==> src/rtl/irqsrc_pkg.sv <==
package irqsrc_pkg;
  localparam int ST_W        = 4;
  localparam int ST_ASSERTED = 0;
  localparam int ST_SENT     = 1;
  localparam int ST_REJECTED = 2;
  localparam int ST_MASKPEND = 3;

  localparam logic [2:0] OP_SET  = 3'd0;
  localparam logic [2:0] OP_GET  = 3'd1;
  localparam logic [2:0] OP_OFF  = 3'd2;
  localparam logic [2:0] OP_ON   = 3'd3;
  localparam logic [2:0] OP_TYPE = 3'd4;
endpackage

==> src/rtl/irqsrc_slot.sv <==
module irqsrc_slot
  import irqsrc_pkg::*;
#(
  parameter int   SRV_W    = 4,
  parameter int   PRIO_W   = 8,
  parameter logic LVL_INIT = 1'b0
) (
  input  logic              clk,
  input  logic              rst_n,
  input  logic              soft_clr,
  input  logic              line,
  input  logic              wr_en,
  input  logic [SRV_W-1:0]  wr_server,
  input  logic [PRIO_W-1:0] wr_prio,
  input  logic [PRIO_W-1:0] wr_saved,
  input  logic              type_en,
  input  logic              type_lvl,
  input  logic              accept,
  input  logic              reject,
  input  logic              eoi,
  input  logic              scan_hit,
  output logic              req,
  output logic [SRV_W-1:0]  server,
  output logic [PRIO_W-1:0] prio,
  output logic [PRIO_W-1:0] saved,
  output logic [ST_W-1:0]   status,
  output logic              lvl
);
  localparam logic [PRIO_W-1:0] MASKED = '1;

  logic [SRV_W-1:0]  server_q, server_d;
  logic [PRIO_W-1:0] prio_q, prio_d, saved_q, saved_d;
  logic [ST_W-1:0]   st_q, st_d;
  logic              pend_q, pend_d, lvl_q, lvl_d;

  always_comb begin
    server_d = server_q;
    prio_d   = prio_q;
    saved_d  = saved_q;
    st_d     = st_q;
    pend_d   = pend_q;
    lvl_d    = type_en ? type_lvl : lvl_q;
    if (soft_clr) begin
      server_d = '0;
      prio_d   = MASKED;
      saved_d  = MASKED;
      st_d     = '0;
      pend_d   = 1'b0;
    end else begin
      if (lvl_q) begin
        st_d[ST_ASSERTED] = line;
        if (accept) st_d[ST_SENT] = 1'b1;
      end else begin
        if (accept) pend_d = 1'b0;
        if (pend_q && prio_q == MASKED) begin
          pend_d = 1'b0;
          st_d[ST_MASKPEND] = 1'b1;
        end
        if (line) begin
          if (prio_q == MASKED) st_d[ST_MASKPEND] = 1'b1;
          else                  pend_d = 1'b1;
        end
        if (scan_hit && st_q[ST_REJECTED]) begin
          st_d[ST_REJECTED] = 1'b0;
          if (prio_q != MASKED) pend_d = 1'b1;
        end
      end
      if (wr_en) begin
        server_d = wr_server;
        prio_d   = wr_prio;
        saved_d  = wr_saved;
        if (!lvl_q && st_d[ST_MASKPEND] && wr_prio != MASKED) begin
          st_d[ST_MASKPEND] = 1'b0;
          pend_d = 1'b1;
        end
      end
      if (reject) begin
        st_d[ST_REJECTED] = 1'b1;
        st_d[ST_SENT]     = 1'b0;
      end
      if (eoi && lvl_q) st_d[ST_SENT] = 1'b0;
    end
  end

  always_ff @(posedge clk or negedge rst_n) begin
    if (!rst_n) begin
      server_q <= '0;
      prio_q   <= MASKED;
      saved_q  <= MASKED;
      st_q     <= '0;
      pend_q   <= 1'b0;
      lvl_q    <= LVL_INIT;
    end else begin
      server_q <= server_d;
      prio_q   <= prio_d;
      saved_q  <= saved_d;
      st_q     <= st_d;
      pend_q   <= pend_d;
      lvl_q    <= lvl_d;
    end
  end

  assign req    = (prio_q != MASKED) &&
                  (lvl_q ? (st_q[ST_ASSERTED] && !st_q[ST_SENT]) : pend_q);
  assign server = server_q;
  assign prio   = prio_q;
  assign saved  = saved_q;
  assign status = st_q;
  assign lvl    = lvl_q;
endmodule

==> src/rtl/irqsrc_pick.sv <==
module irqsrc_pick #(
  parameter int N     = 16,
  parameter int IDX_W = 4
) (
  input  logic [N-1:0]     req,
  output logic             any,
  output logic [IDX_W-1:0] idx
);
  always_comb begin
    idx = '0;
    for (int i = N - 1; i >= 0; i--) begin
      if (req[i]) idx = IDX_W'(i);
    end
  end
  assign any = |req;
endmodule

==> src/rtl/irqsrc_scan.sv <==
module irqsrc_scan #(
  parameter int NUM_SRC = 16,
  parameter int IDX_W   = 4
) (
  input  logic               clk,
  input  logic               rst_n,
  input  logic               soft_clr,
  input  logic               start,
  input  logic               stall,
  output logic               busy,
  output logic [NUM_SRC-1:0] hit
);
  localparam logic [IDX_W-1:0] LAST = IDX_W'(NUM_SRC - 1);

  logic             busy_q, busy_d;
  logic [IDX_W-1:0] ptr_q, ptr_d;
  logic             step;

  assign step = busy_q && !stall;

  always_comb begin
    busy_d = busy_q;
    ptr_d  = ptr_q;
    if (soft_clr) begin
      busy_d = 1'b0;
      ptr_d  = '0;
    end else if (!busy_q && start) begin
      busy_d = 1'b1;
      ptr_d  = '0;
    end else if (step) begin
      if (ptr_q == LAST) busy_d = 1'b0;
      else               ptr_d  = ptr_q + 1'b1;
    end
  end

  always_ff @(posedge clk or negedge rst_n) begin
    if (!rst_n) begin
      busy_q <= 1'b0;
      ptr_q  <= '0;
    end else begin
      busy_q <= busy_d;
      ptr_q  <= ptr_d;
    end
  end

  for (genvar i = 0; i < NUM_SRC; i++) begin : g_hit
    assign hit[i] = step && (ptr_q == IDX_W'(i));
  end

  assign busy = busy_q;
endmodule

==> src/rtl/irq_source_ctl.sv <==
module irq_source_ctl
  import irqsrc_pkg::*;
#(
  parameter int                 NUM_SRC  = 16,
  parameter int                 NUM_SRV  = 4,
  parameter int                 SRV_W    = 4,
  parameter int                 PRIO_W   = 8,
  parameter int                 NUM_W    = 8,
  parameter int                 BASE     = 16,
  parameter logic [NUM_SRC-1:0] LVL_INIT = '0
) (
  input  logic               clk,
  input  logic               rst_n,
  input  logic               soft_rst,
  input  logic [NUM_SRC-1:0] src_line,
  input  logic               cfg_valid,
  input  logic [2:0]         cfg_op,
  input  logic [NUM_W-1:0]   cfg_num,
  input  logic [SRV_W-1:0]   cfg_server,
  input  logic [PRIO_W-1:0]  cfg_prio,
  input  logic               cfg_lvl,
  output logic               cfg_ack,
  output logic               cfg_err,
  output logic [SRV_W-1:0]   rd_server,
  output logic [PRIO_W-1:0]  rd_prio,
  output logic [3:0]         rd_status,
  output logic               rd_lvl,
  input  logic               rej_valid,
  input  logic [NUM_W-1:0]   rej_num,
  input  logic               eoi_valid,
  input  logic [NUM_W-1:0]   eoi_num,
  input  logic               rsd_start,
  output logic               rsd_busy,
  output logic               dlv_valid,
  input  logic               dlv_ready,
  output logic [SRV_W-1:0]   dlv_server,
  output logic [NUM_W-1:0]   dlv_num,
  output logic [PRIO_W-1:0]  dlv_prio
);
  localparam int                IDX_W  = (NUM_SRC > 1) ? $clog2(NUM_SRC) : 1;
  localparam logic [PRIO_W-1:0] MASKED = '1;

  function automatic logic in_range(input logic [NUM_W-1:0] n);
    return (int'(n) >= BASE) && (int'(n) < BASE + NUM_SRC);
  endfunction

  function automatic logic [IDX_W-1:0] to_idx(input logic [NUM_W-1:0] n);
    return IDX_W'(n - NUM_W'(BASE));
  endfunction

  logic [SRV_W-1:0]  server_a [NUM_SRC];
  logic [PRIO_W-1:0] prio_a   [NUM_SRC];
  logic [PRIO_W-1:0] saved_a  [NUM_SRC];
  logic [ST_W-1:0]   status_a [NUM_SRC];
  logic [NUM_SRC-1:0] lvl_v, req_v, hit_v;

  logic [IDX_W-1:0]  cfg_idx, rej_idx, eoi_idx, pick_idx;
  logic              cfg_err_d, cfg_do, cfg_wr, rej_ok, eoi_ok, accept, stall;
  logic [SRV_W-1:0]  wr_server;
  logic [PRIO_W-1:0] wr_prio, wr_saved;

  assign cfg_idx = to_idx(cfg_num);
  assign rej_idx = to_idx(rej_num);
  assign eoi_idx = to_idx(eoi_num);
  assign rej_ok  = rej_valid && in_range(rej_num);
  assign eoi_ok  = eoi_valid && in_range(eoi_num);

  always_comb begin
    cfg_err_d = cfg_valid && (!in_range(cfg_num) || cfg_op > OP_TYPE ||
                (cfg_op == OP_SET && int'(cfg_server) >= NUM_SRV));
    cfg_do    = cfg_valid && !cfg_err_d;
    cfg_wr    = cfg_do && (cfg_op == OP_SET || cfg_op == OP_OFF || cfg_op == OP_ON);
    wr_server = server_a[cfg_idx];
    wr_prio   = prio_a[cfg_idx];
    wr_saved  = saved_a[cfg_idx];
    unique case (cfg_op)
      OP_SET: begin
        wr_server = cfg_server;
        wr_prio   = cfg_prio;
        wr_saved  = cfg_prio;
      end
      OP_OFF: begin
        wr_prio   = MASKED;
        wr_saved  = prio_a[cfg_idx];
      end
      OP_ON: begin
        wr_prio   = saved_a[cfg_idx];
      end
      default: ;
    endcase
  end

  assign stall  = dlv_valid && !dlv_ready;
  assign accept = dlv_valid && dlv_ready;

  for (genvar g = 0; g < NUM_SRC; g++) begin : g_slot
    irqsrc_slot #(
      .SRV_W(SRV_W), .PRIO_W(PRIO_W), .LVL_INIT(LVL_INIT[g])
    ) u_slot (
      .clk       (clk),
      .rst_n     (rst_n),
      .soft_clr  (soft_rst),
      .line      (src_line[g]),
      .wr_en     (cfg_wr && cfg_idx == IDX_W'(g)),
      .wr_server (wr_server),
      .wr_prio   (wr_prio),
      .wr_saved  (wr_saved),
      .type_en   (cfg_do && cfg_op == OP_TYPE && cfg_idx == IDX_W'(g)),
      .type_lvl  (cfg_lvl),
      .accept    (accept && pick_idx == IDX_W'(g)),
      .reject    (rej_ok && rej_idx == IDX_W'(g)),
      .eoi       (eoi_ok && eoi_idx == IDX_W'(g)),
      .scan_hit  (hit_v[g]),
      .req       (req_v[g]),
      .server    (server_a[g]),
      .prio      (prio_a[g]),
      .saved     (saved_a[g]),
      .status    (status_a[g]),
      .lvl       (lvl_v[g])
    );
  end

  irqsrc_pick #(.N(NUM_SRC), .IDX_W(IDX_W)) u_pick (
    .req (req_v),
    .any (dlv_valid),
    .idx (pick_idx)
  );

  irqsrc_scan #(.NUM_SRC(NUM_SRC), .IDX_W(IDX_W)) u_scan (
    .clk      (clk),
    .rst_n    (rst_n),
    .soft_clr (soft_rst),
    .start    (rsd_start),
    .stall    (stall),
    .busy     (rsd_busy),
    .hit      (hit_v)
  );

  assign dlv_server = server_a[pick_idx];
  assign dlv_prio   = prio_a[pick_idx];
  assign dlv_num    = NUM_W'(BASE) + NUM_W'(pick_idx);

  logic rd_en;
  assign rd_en = cfg_do && cfg_op == OP_GET;

  always_ff @(posedge clk or negedge rst_n) begin
    if (!rst_n) begin
      cfg_ack   <= 1'b0;
      cfg_err   <= 1'b0;
      rd_server <= '0;
      rd_prio   <= '0;
      rd_status <= '0;
      rd_lvl    <= 1'b0;
    end else begin
      cfg_ack <= cfg_valid;
      cfg_err <= cfg_err_d;
      if (rd_en) begin
        rd_server <= server_a[cfg_idx];
        rd_prio   <= prio_a[cfg_idx];
        rd_status <= status_a[cfg_idx];
        rd_lvl    <= lvl_v[cfg_idx];
      end
    end
  end
endmodule

==> config.mk <==
export PLATFORM = sky130hd
export DESIGN_NAME = irq_source_ctl
export DESIGN_NICKNAME = d
export VERILOG_FILES = /design/src/rtl/irqsrc_pkg.sv /design/src/rtl/irqsrc_slot.sv /design/src/rtl/irqsrc_pick.sv /design/src/rtl/irqsrc_scan.sv /design/src/rtl/irq_source_ctl.sv
export SDC_FILE = /design/constraint.sdc
export NUM_CORES = 1
export LEC_CHECK = 0
export BUFFER_PORTS_ARGS = -buffer_cell sky130_fd_sc_hd__buf_2
export CAP_MARGIN = 20
export CELL_PAD_IN_SITES_DETAIL_PLACEMENT = 1
export CELL_PAD_IN_SITES_GLOBAL_PLACEMENT = 1
export CORE_MARGIN = 8
export CORE_UTILIZATION = 50
export CTS_CLUSTER_SIZE = 12
export DETAILED_ROUTE_END_ITERATION = 10
export HOLD_SLACK_MARGIN = 0.05
export PLACE_DENSITY = 0.83
export SLEW_MARGIN = 25
export SYNTH_ARGS = -nofsm -noshare
export SYNTH_HDL_FRONTEND = slang
export SYNTH_SLANG_ARGS = --single-unit
==> constraint.sdc <==
create_clock -name clk -period 3.85 [get_ports clk]
set_input_delay 0.5775 -clock clk [delete_from_list [all_inputs] [get_ports clk]]
set_output_delay 0.5775 -clock clk [all_outputs]
set_load 0.02 [all_outputs]
==> metrics.md, run 1 <==
| Metric | Value |
|---|---|
| Leakage power | 13.5 nW |
| Worst-Margin Slew | 0.974 ns |
| Simple-Gate Fraction of Synth Area | 15.5% |
| Pwr Total | approximately 10 mW |
| Startpoint Class | flop |
| Kind of critical path | reg2out |
| Die Footprint | 56800 um2 |
| Peak supply drop | around 0.00033 V |
| I/O pin cnt | 105 |
| Crit end category | output pin |
| Synth Area in Compound Gates | 18.8% |
| Reg2reg setup slack | 0.18 ns |
| Final Instance Count excl. Fillers | 3499 |
| Final Hold Violating Endpoints | 0 |
| RSZ-0062 raised after global routing | yes |
| DR WL/cell | 33.0 um |
| Post-synthesis adder-cell area fraction | 0.203% |
| PortBufs | 100 |
| Status | complete, but fails checks |
| GR Util All Layers | between 40% and 50% |
| Worst r2r src | g_slot[10].u_slot.prio[6]$_DFFE_PN1P_ |
| Initial drt markers | 2833 |
| Die span in x | 238 um |
| #FFs+latches synth | 440 |
| Fin crit share | 115% |
| Root buf cell | clkbuf_16 |
| First-pass GRT wire length | around 170000 um |
| EDFF count, synth | 0 |
| Worst reg2reg path depth | 14 |
| Grt ovf | 0 |
| Worst Path Max Fanout | 8 |
| Via count | 24656 |
| Largest family of logic cells by synthesized area | compound AO/OA/AOI/OAI gates |
| Antenna violations before repair | 2 |
| Vias in the first global route | roughly 26000 |
| Clock skew | between 0.015 and 0.02 ns |
| Synth Cell Area | 24700 um2 |
| Avg Cell Area, Syn | 10.2 um2 |
| Netlist cell types | 81 |
| Layout area overhead | 25.5% |
| Drt pass-1 iters | 6 |
| CTS tree | built |
| Routed Antenna Nets | 0 |
| Violated checks | setup timing |
| Synth async-reset ratio | 100% |
| Sequential-to-total area share from yosys stat | 45.9% |
| Std cell rows | 81 |
| Required @ worst endpoint | ~3.3 ns |
| GPL Wtd Cong | 1.00 |
| Mux share of post-synthesis cell area | 15.3% |
| Final Setup Violations | 12 |
| Placed Cells | 3377 |
| Cell area power density | approximately 330 nW/um2 |
| Synth Area in XOR/XNOR | 0.0355% |
| Die Span Y | 238 um |
| Achievable clock frequency | between 200 and 250 MHz |
| Initial core utilization | 50.6% |
| Ys Warns | 0 |
| Cts bufs inserted | 50 |
| HP Class | in2async |
| Via-to-Cell Ratio | 7.05 |
| Worst Slack Setup Final | -0.588 ns |
| # DRC | 0 |
| Clock Sinks | 440 |
| Mapped Cells | 2431 |
| Final #Nets | 2865 |
| Most used DFF post-synth | dfstp_2 |
| Pin count of the biggest net entering global routing | about 130 |
| Arr. time, crit path | roughly 3.9 ns |
| Share of layout cells above drive strength 1 | 39.6% |
| Detailed placement HPWL | a little over 80000 um |
| R2r endpoint | g_slot[8].u_slot.pend_q$_DFF_PN0_ |
| Final Max Slew Viols | 0 |
| Max Cap Violations | 0 |
| Slew headroom | 35.1% |
| CTS Hold Bufs | 0 |
| Clock transition at path regs | 0.06 ns |
| Core ar. | 48800 um2 |
| CTS H-tree lvls | 2 |
| Final worst path period need | 4.44 ns |
| Later-pin clock latency in the skew report | 0.62 ns |
| Longest Clk Path Bufs | 3 |
| Post-Route WL | 116000 um |
-- synthesized netlist by cell type (all sizes together), types with 19 or more instances --
cell / n / share of area (%)
and2: 22 / 0.56
a21oi: 37 / 0.75
dfstp: 256 / 27
o21ai: 371 / 7.5
nor3: 40 / 0.81
buf: 50 / 1.2
clkbuf: 185 / 2.8
mux4: 117 / 11
nor2: 153 / 2.3
nand3: 109 / 2.2
or3: 19 / 0.48
o22ai: 26 / 0.66
nand2: 225 / 3.4
nor2b: 32 / 0.81
nor4: 28 / 0.77
nand4: 49 / 1.2
mux2i: 69 / 2.8
o211ai: 143 / 4.3
dfrtp: 184 / 19
a31oi: 26 / 0.66
mux2: 39 / 1.8
-- logic make-up (layout without fill, tap and decap cells) --
family | Yosys count | after routing
compound gates | 742 | 742
xor+xnor | 1 | 1
fa+ha+maj | 4 | 4
buf+inv | 247 | 648
flops | 440 | 440
mux | 225 | 225
other cells | 2 | 5
simple gates | 770 | 770
-- worst max-delay path: stages, from the launching register on --
cell and delay [ns]:
dfstp_2 0.53, nand4_1 0.23, buf_4 0.24, o22ai_4 0.20, nand4_1 0.17, o211a_1 0.29, o21ai_4 0.22, buf_12 0.18
buf_8 0.15, mux2i_1 0.22, o22ai_1 0.11, or4_4 0.55, buf_6 0.16
-- timing repair --
action,4_1_cts,5_1_grt
endpoints found under the setup margin,17,13
setup buffers,32,2
resized for setup,107,38
pin swaps,27,26
cloned,1,0
-- worst max-delay path by stage --
| stage | start | end | slack [ns] |
|---|---|---|---|
| floorplan | g_slot[2].u_slot.prio[6]$_DFFE_PN1P_ | dlv_prio[4] | 0.06 |
| global placement | g_slot[4].u_slot.prio[1]$_DFFE_PN1P_ | dlv_server[3] | -0.21 |
| detailed placement | g_slot[10].u_slot.prio[6]$_DFFE_PN1P_ | dlv_server[3] | -0.41 |
| CTS | g_slot[10].u_slot.prio[1]$_DFFE_PN1P_ | dlv_prio[5] | -0.56 |
| global route | g_slot[10].u_slot.prio[7]$_DFFE_PN1P_ | dlv_prio[2] | -0.66 |
| finish | g_slot[10].u_slot.prio[6]$_DFFE_PN1P_ | dlv_prio[5] | -0.59 |
-- flip-flops by register name, summed over array words and instances (netlist names) --
register and flops:
g_slot.u_slot.prio 128, g_slot.u_slot.saved 128, g_slot.u_slot.server 64, g_slot.u_slot.status 64, g_slot.u_slot.lvl 16, g_slot.u_slot.pend_q 16
rd_prio 8, rd_server 4, rd_status 4, u_scan.ptr_q 4, cfg_ack 1, cfg_err 1
rd_lvl 1, u_scan.busy 1
-- routing by layer --
layer,vias up,global-route usage (%),wire length (um)
li1,9940,-,-
met1,12632,50.0,42400
met2,1617,63.6,53200
met3,463,9.43,11800
met4,4,24.8,8140
met5,-,0,28
-- stage by stage --
step / utilization, % / hold WS, ns / setup TNS, ns / cell area, um2 / setup slack [ns]
floorplan: - / 0.282 / 0 / 24700 / 0.0646
global placement: 58.2 / 0.459 / -1.38 / 28400 / -0.208
detailed placement: 58.2 / 0.486 / -3.24 / 28400 / -0.413
CTS: 63.1 / 0.0945 / -5.51 / 30800 / -0.558
global route: 63.4 / 0.0891 / -6.80 / 31000 / -0.664
finish: 63.4 / 0.0189 / -5.82 / 31000 / -0.588
-- cells in the final DEF (no fill, tap or decap), types with 7 or more instances in the layout --
master	instances
nand2b_1	10
buf_2	84
and3_1	10
nor4b_1	8
clkbuf_16	54
clkinv_2	7
buf_6	29
nor2b_1	31
or4_4	7
inv_1	9
nand2_1	220
dfrtp_1	184
nor3_1	38
nor3b_1	8
clkbuf_1	9
o22ai_1	16
nor2_1	151
a21oi_1	36
buf_4	407
nand3_1	103
and2_1	20
mux2_2	38
a41oi_1	11
or2_2	14
a211oi_1	17
mux2i_1	63
o21ai_0	364
o211ai_1	143
nor4_1	27
a31oi_1	26
buf_12	21
a211o_1	11
dfstp_2	256
or3_1	19
mux4_2	112
nand4_1	49
clkbuf_8	13
and3b_1	15
-- power breakdown --
part | switching (mW) | internal [mW]
clock network | 2.05 | 2.86
registers | 0.0248 | 4.67
logic | 0.524 | 0.222
total | 2.60 | 7.75
-- cell type report --
class,instances,area [um2]
clock buffer,76,1560
clock inverter,13,103
antenna,1,2.50
multi-input combinational,1746,12800
fill,5294,17900
tap,664,831
sequential,440,11300
timing repair buffer,547,4330
inverter,12,62.6
Power figures use the tool's default switching activity.
==> run 2, diff against run 1 <==
--- a/config.mk
+++ b/config.mk
@@ -15,6 +15,7 @@
 export DETAILED_ROUTE_END_ITERATION = 10
 export HOLD_SLACK_MARGIN = 0.05
 export PLACE_DENSITY = 0.83
+export SKIP_LAST_GASP = 1
 export SLEW_MARGIN = 25
 export SYNTH_ARGS = -nofsm -noshare
 export SYNTH_HDL_FRONTEND = slang
==> run 2 against run 1 <==
The flow still finishes with violations (setup timing). Cell count increased by 0.20%. Fmax decreased by 1.1%. Power about the same. Worst hold slack improved by 0.042 ns. Register-to-register slack got worse by 0.11 ns. Final area barely moved. Sequential cell count did not move. Critical endpoint unchanged.
==> metrics.md, run 2 (same netlist as run 1, synthesis figures left out) <==
| Metric | Value |
|---|---|
| Status | complete, but fails checks (unchanged) |
| Violated checks | setup timing (unchanged) |
| CP top delay family | simple AND/OR/NAND/NOR gates (unchanged) |
| Arr. time, crit path | 3.91 ns (was 3.86 ns) |
| HP Class | in2async (unchanged) |
| Placed Cells | 3377 (unchanged) |
| Pin count of the biggest net entering global routing | 133 (unchanged) |
| Final Instance Count excl. Fillers | 3506 (was 3499) |
| Max Cap Violations | 0 (unchanged) |
| Worst reg2reg path depth | 15 (was 14) |
| Cell area power density | 335 nW/um2 (was 334 nW/um2) |
| Detailed placement HPWL | 81600 um (unchanged) |
| I/O pin cnt | 105 (unchanged) |
| Reg2reg setup slack | 0.07 ns (was 0.18 ns) |
| Initial core utilization | 50.6% (unchanged) |
| PortBufs | 100 (unchanged) |
| Peak supply drop | 0.000333 V (about the same) |
| R2r endpoint | g_slot[14].u_slot.pend_q$_DFF_PN0_ (was g_slot[8].u_slot.pend_q$_DFF_PN0_) |
| Worst-Margin Slew | 0.969 ns (was 0.974 ns) |
| Post-Route WL | 116000 um (about the same) |
| Longest Clk Path Bufs | 3 (unchanged) |
| Pwr Total | 10.4 mW (about the same) |
| Commonest non-fill, non-tap cells in the layout | 414 x buf_4, 366 x o21ai_0, 256 x dfstp_2 (was 407 x buf_4, 364 x o21ai_0, 256 x dfstp_2) |
| Worst Path Max Fanout | 9 (was 8) |
| DR WL/cell | 33.1 um (was 33.0 um) |
| CTS H-tree lvls | 2 (unchanged) |
| Later-pin clock latency in the skew report | 0.62 ns (about the same) |
| Startpoint Class | flop (unchanged) |
| Die span in x | 238 um (unchanged) |
| Initial drt markers | 2867 (was 2833) |
| CTS Hold Bufs | 0 (unchanged) |
| Final Max Slew Viols | 0 (unchanged) |
| Critical-path top delay cell | or4_4 (unchanged) |
| CP max stage delay | 0.57 ns (was 0.55 ns) |
| RSZ-0062 raised after global routing | yes (unchanged) |
| Fin crit share | 117% (was 115%) |
| Clock transition at path regs | 0.06 ns (about the same) |
| Layout Utilization | 63.4% (about the same) |
| Vias in the first global route | 25814 (was 25856) |
| Most frequent CP cell | buf_4 (was nand4_1) |
| Die Footprint | 56800 um2 (unchanged) |
| Final #Nets | 2871 (was 2865) |
| First-pass GRT wire length | 171000 um (about the same) |
| Commonest non-fill, non-tap cell in the layout | buf_4 (unchanged) |
| Final Setup Violations | 12 (unchanged) |
| Worst r2r src | g_slot[8].u_slot.prio[6]$_DFFE_PN1P_ (was g_slot[10].u_slot.prio[6]$_DFFE_PN1P_) |
| GR Util All Layers | 40.2% (was 40.3%) |
| Required @ worst endpoint | 3.27 ns (about the same) |
| Via-to-Cell Ratio | 7.04 (was 7.05) |
| Clock skew | 0.0285 ns (was 0.0185 ns) |
| Slew headroom | 35.4% (was 35.1%) |
| Antenna violations before repair | 2 (unchanged) |
| Clock Sinks | 440 (unchanged) |
| Cts bufs inserted | 50 (unchanged) |
| Routed Antenna Nets | 0 (unchanged) |
| Die Span Y | 238 um (unchanged) |
| Pre-CTS setup slack | -0.413 ns (unchanged) |
| # DRC | 0 (unchanged) |
| Leakage power | 13.6 nW (was 13.5 nW) |
| Core ar. | 48800 um2 (unchanged) |
| Layout area overhead | 25.4% (was 25.5%) |
| WP buf/inv | 5 (was 4) |
| Final worst path period need | 4.49 ns (was 4.44 ns) |
| Final Hold Violating Endpoints | 0 (unchanged) |
| Achievable clock frequency | 223 MHz (was 225 MHz) |
| Grt ovf | 0 (unchanged) |
| Kind of critical path | reg2out (unchanged) |
| Std cell rows | 81 (unchanged) |
| Crit-path cells | nor2b_1 > o22ai_2 > buf_4 > nand4_1 > buf_4 > nor4b_4 > buf_12 > clkbuf_8 > a22oi_1 > nor3_1 > a221o_1 > or4_4 > buf_6 (was nand4_1 > buf_4 > o22ai_4 > nand4_1 > o211a_1 > o21ai_4 > buf_12 > buf_8 > mux2i_1 > o22ai_1 > or4_4 > buf_6) |
| Via count | 24668 (was 24656) |
| GPL Wtd Cong | 1.00 (unchanged) |
| Share of layout cells above drive strength 1 | 39.4% (was 39.6%) |
| Root buf cell | clkbuf_16 (unchanged) |
| CTS tree | built (unchanged) |
| Worst Slack Setup Final | -0.639 ns (was -0.588 ns) |
| Crit end category | output pin (unchanged) |
| Drt pass-1 iters | 5 (was 6) |
## run 2: cell count changes in the layout (fill, tap and decap cells not counted), moves of 2 or more
cell,delta
o22ai_1,+3
o21ai_0,+2
o21ai_1,-2
buf_4,+7
a21boi_0,+2
o22ai_4,-2
## run 2: layout make-up
class | instances | area [um2]
sequential | 440 | 11300
timing repair buffer | 553 | 4370
multi-input combinational | 1746 | 12700
clock inverter | 13 | 103
fill | 5288 | 17900
inverter | 12 | 61.3
antenna | 2 | 5.00
clock buffer | 76 | 1560
tap | 664 | 831
## run 2: worst max-delay path by stage
stage	startpoint	endpoint	slack, ns	cells past startpoint
final	g_slot[1].u_slot.lvl$_DFFE_PN0P_	dlv_prio[5]	-0.64	13
after global routing	g_slot[6].u_slot.prio[6]$_DFFE_PN1P_	dlv_prio[2]	-0.64	12
after CTS	g_slot[10].u_slot.prio[1]$_DFFE_PN1P_	dlv_prio[5]	-0.56	11
after detailed placement	g_slot[10].u_slot.prio[6]$_DFFE_PN1P_	dlv_server[3]	-0.41	12
after global placement	g_slot[4].u_slot.prio[1]$_DFFE_PN1P_	dlv_server[3]	-0.21	11
after floorplan	g_slot[2].u_slot.prio[6]$_DFFE_PN1P_	dlv_prio[4]	0.06	12
## run 2: layer usage
layer | global-route usage (%) | up-vias | part of all wire (%)
met5 | 0 | - | 0
met4 | 25.0 | 0 | 7.3
met3 | 9.13 | 462 | 10
met2 | 63.4 | 1628 | 46
met1 | 50.0 | 12620 | 37
li1 | - | 9958 | -
## run 2: repair_timing
item	4_1_cts	5_1_grt
setup buffers	32	7
gates resized for setup	95	28
gates cloned	1	0
endpoints found under the hold margin	0	0
endpoints found under the setup margin	17	13
pin swaps	27	16
## run 2: worst reg2reg max path, cell delays in order, from the launching register on
cell and delay [ns]:
dfstp_2 0.53, nand4_1 0.13, buf_4 0.20, o22ai_1 0.19, buf_4 0.17, nand4_1 0.21
buf_4 0.21, buf_4 0.17, nor4b_4 0.31, buf_12 0.19, clkbuf_8 0.20, buf_4 0.19
nand2_1 0.13, o311ai_0 0.37, nand2_1 0.11, or3_1 0.36
## run 2: stage by stage
stage	hold WS [ns]	setup TNS (ns)	instance area, um2
global route	0.108	-7.01	31000
detailed placement	0.486	-3.24	28400
global placement	0.459	-1.38	28400
CTS	0.0945	-5.65	30800
finish	0.0611	-6.60	31000
floorplan	0.282	0	24700
## run 2: where the power goes
group	internal (mW)	total [mW]	switching, mW
logic	0.222	0.747	0.524
registers	4.67	4.70	0.0247
clock network	2.86	4.92	2.06
total	7.75	10.4	2.61
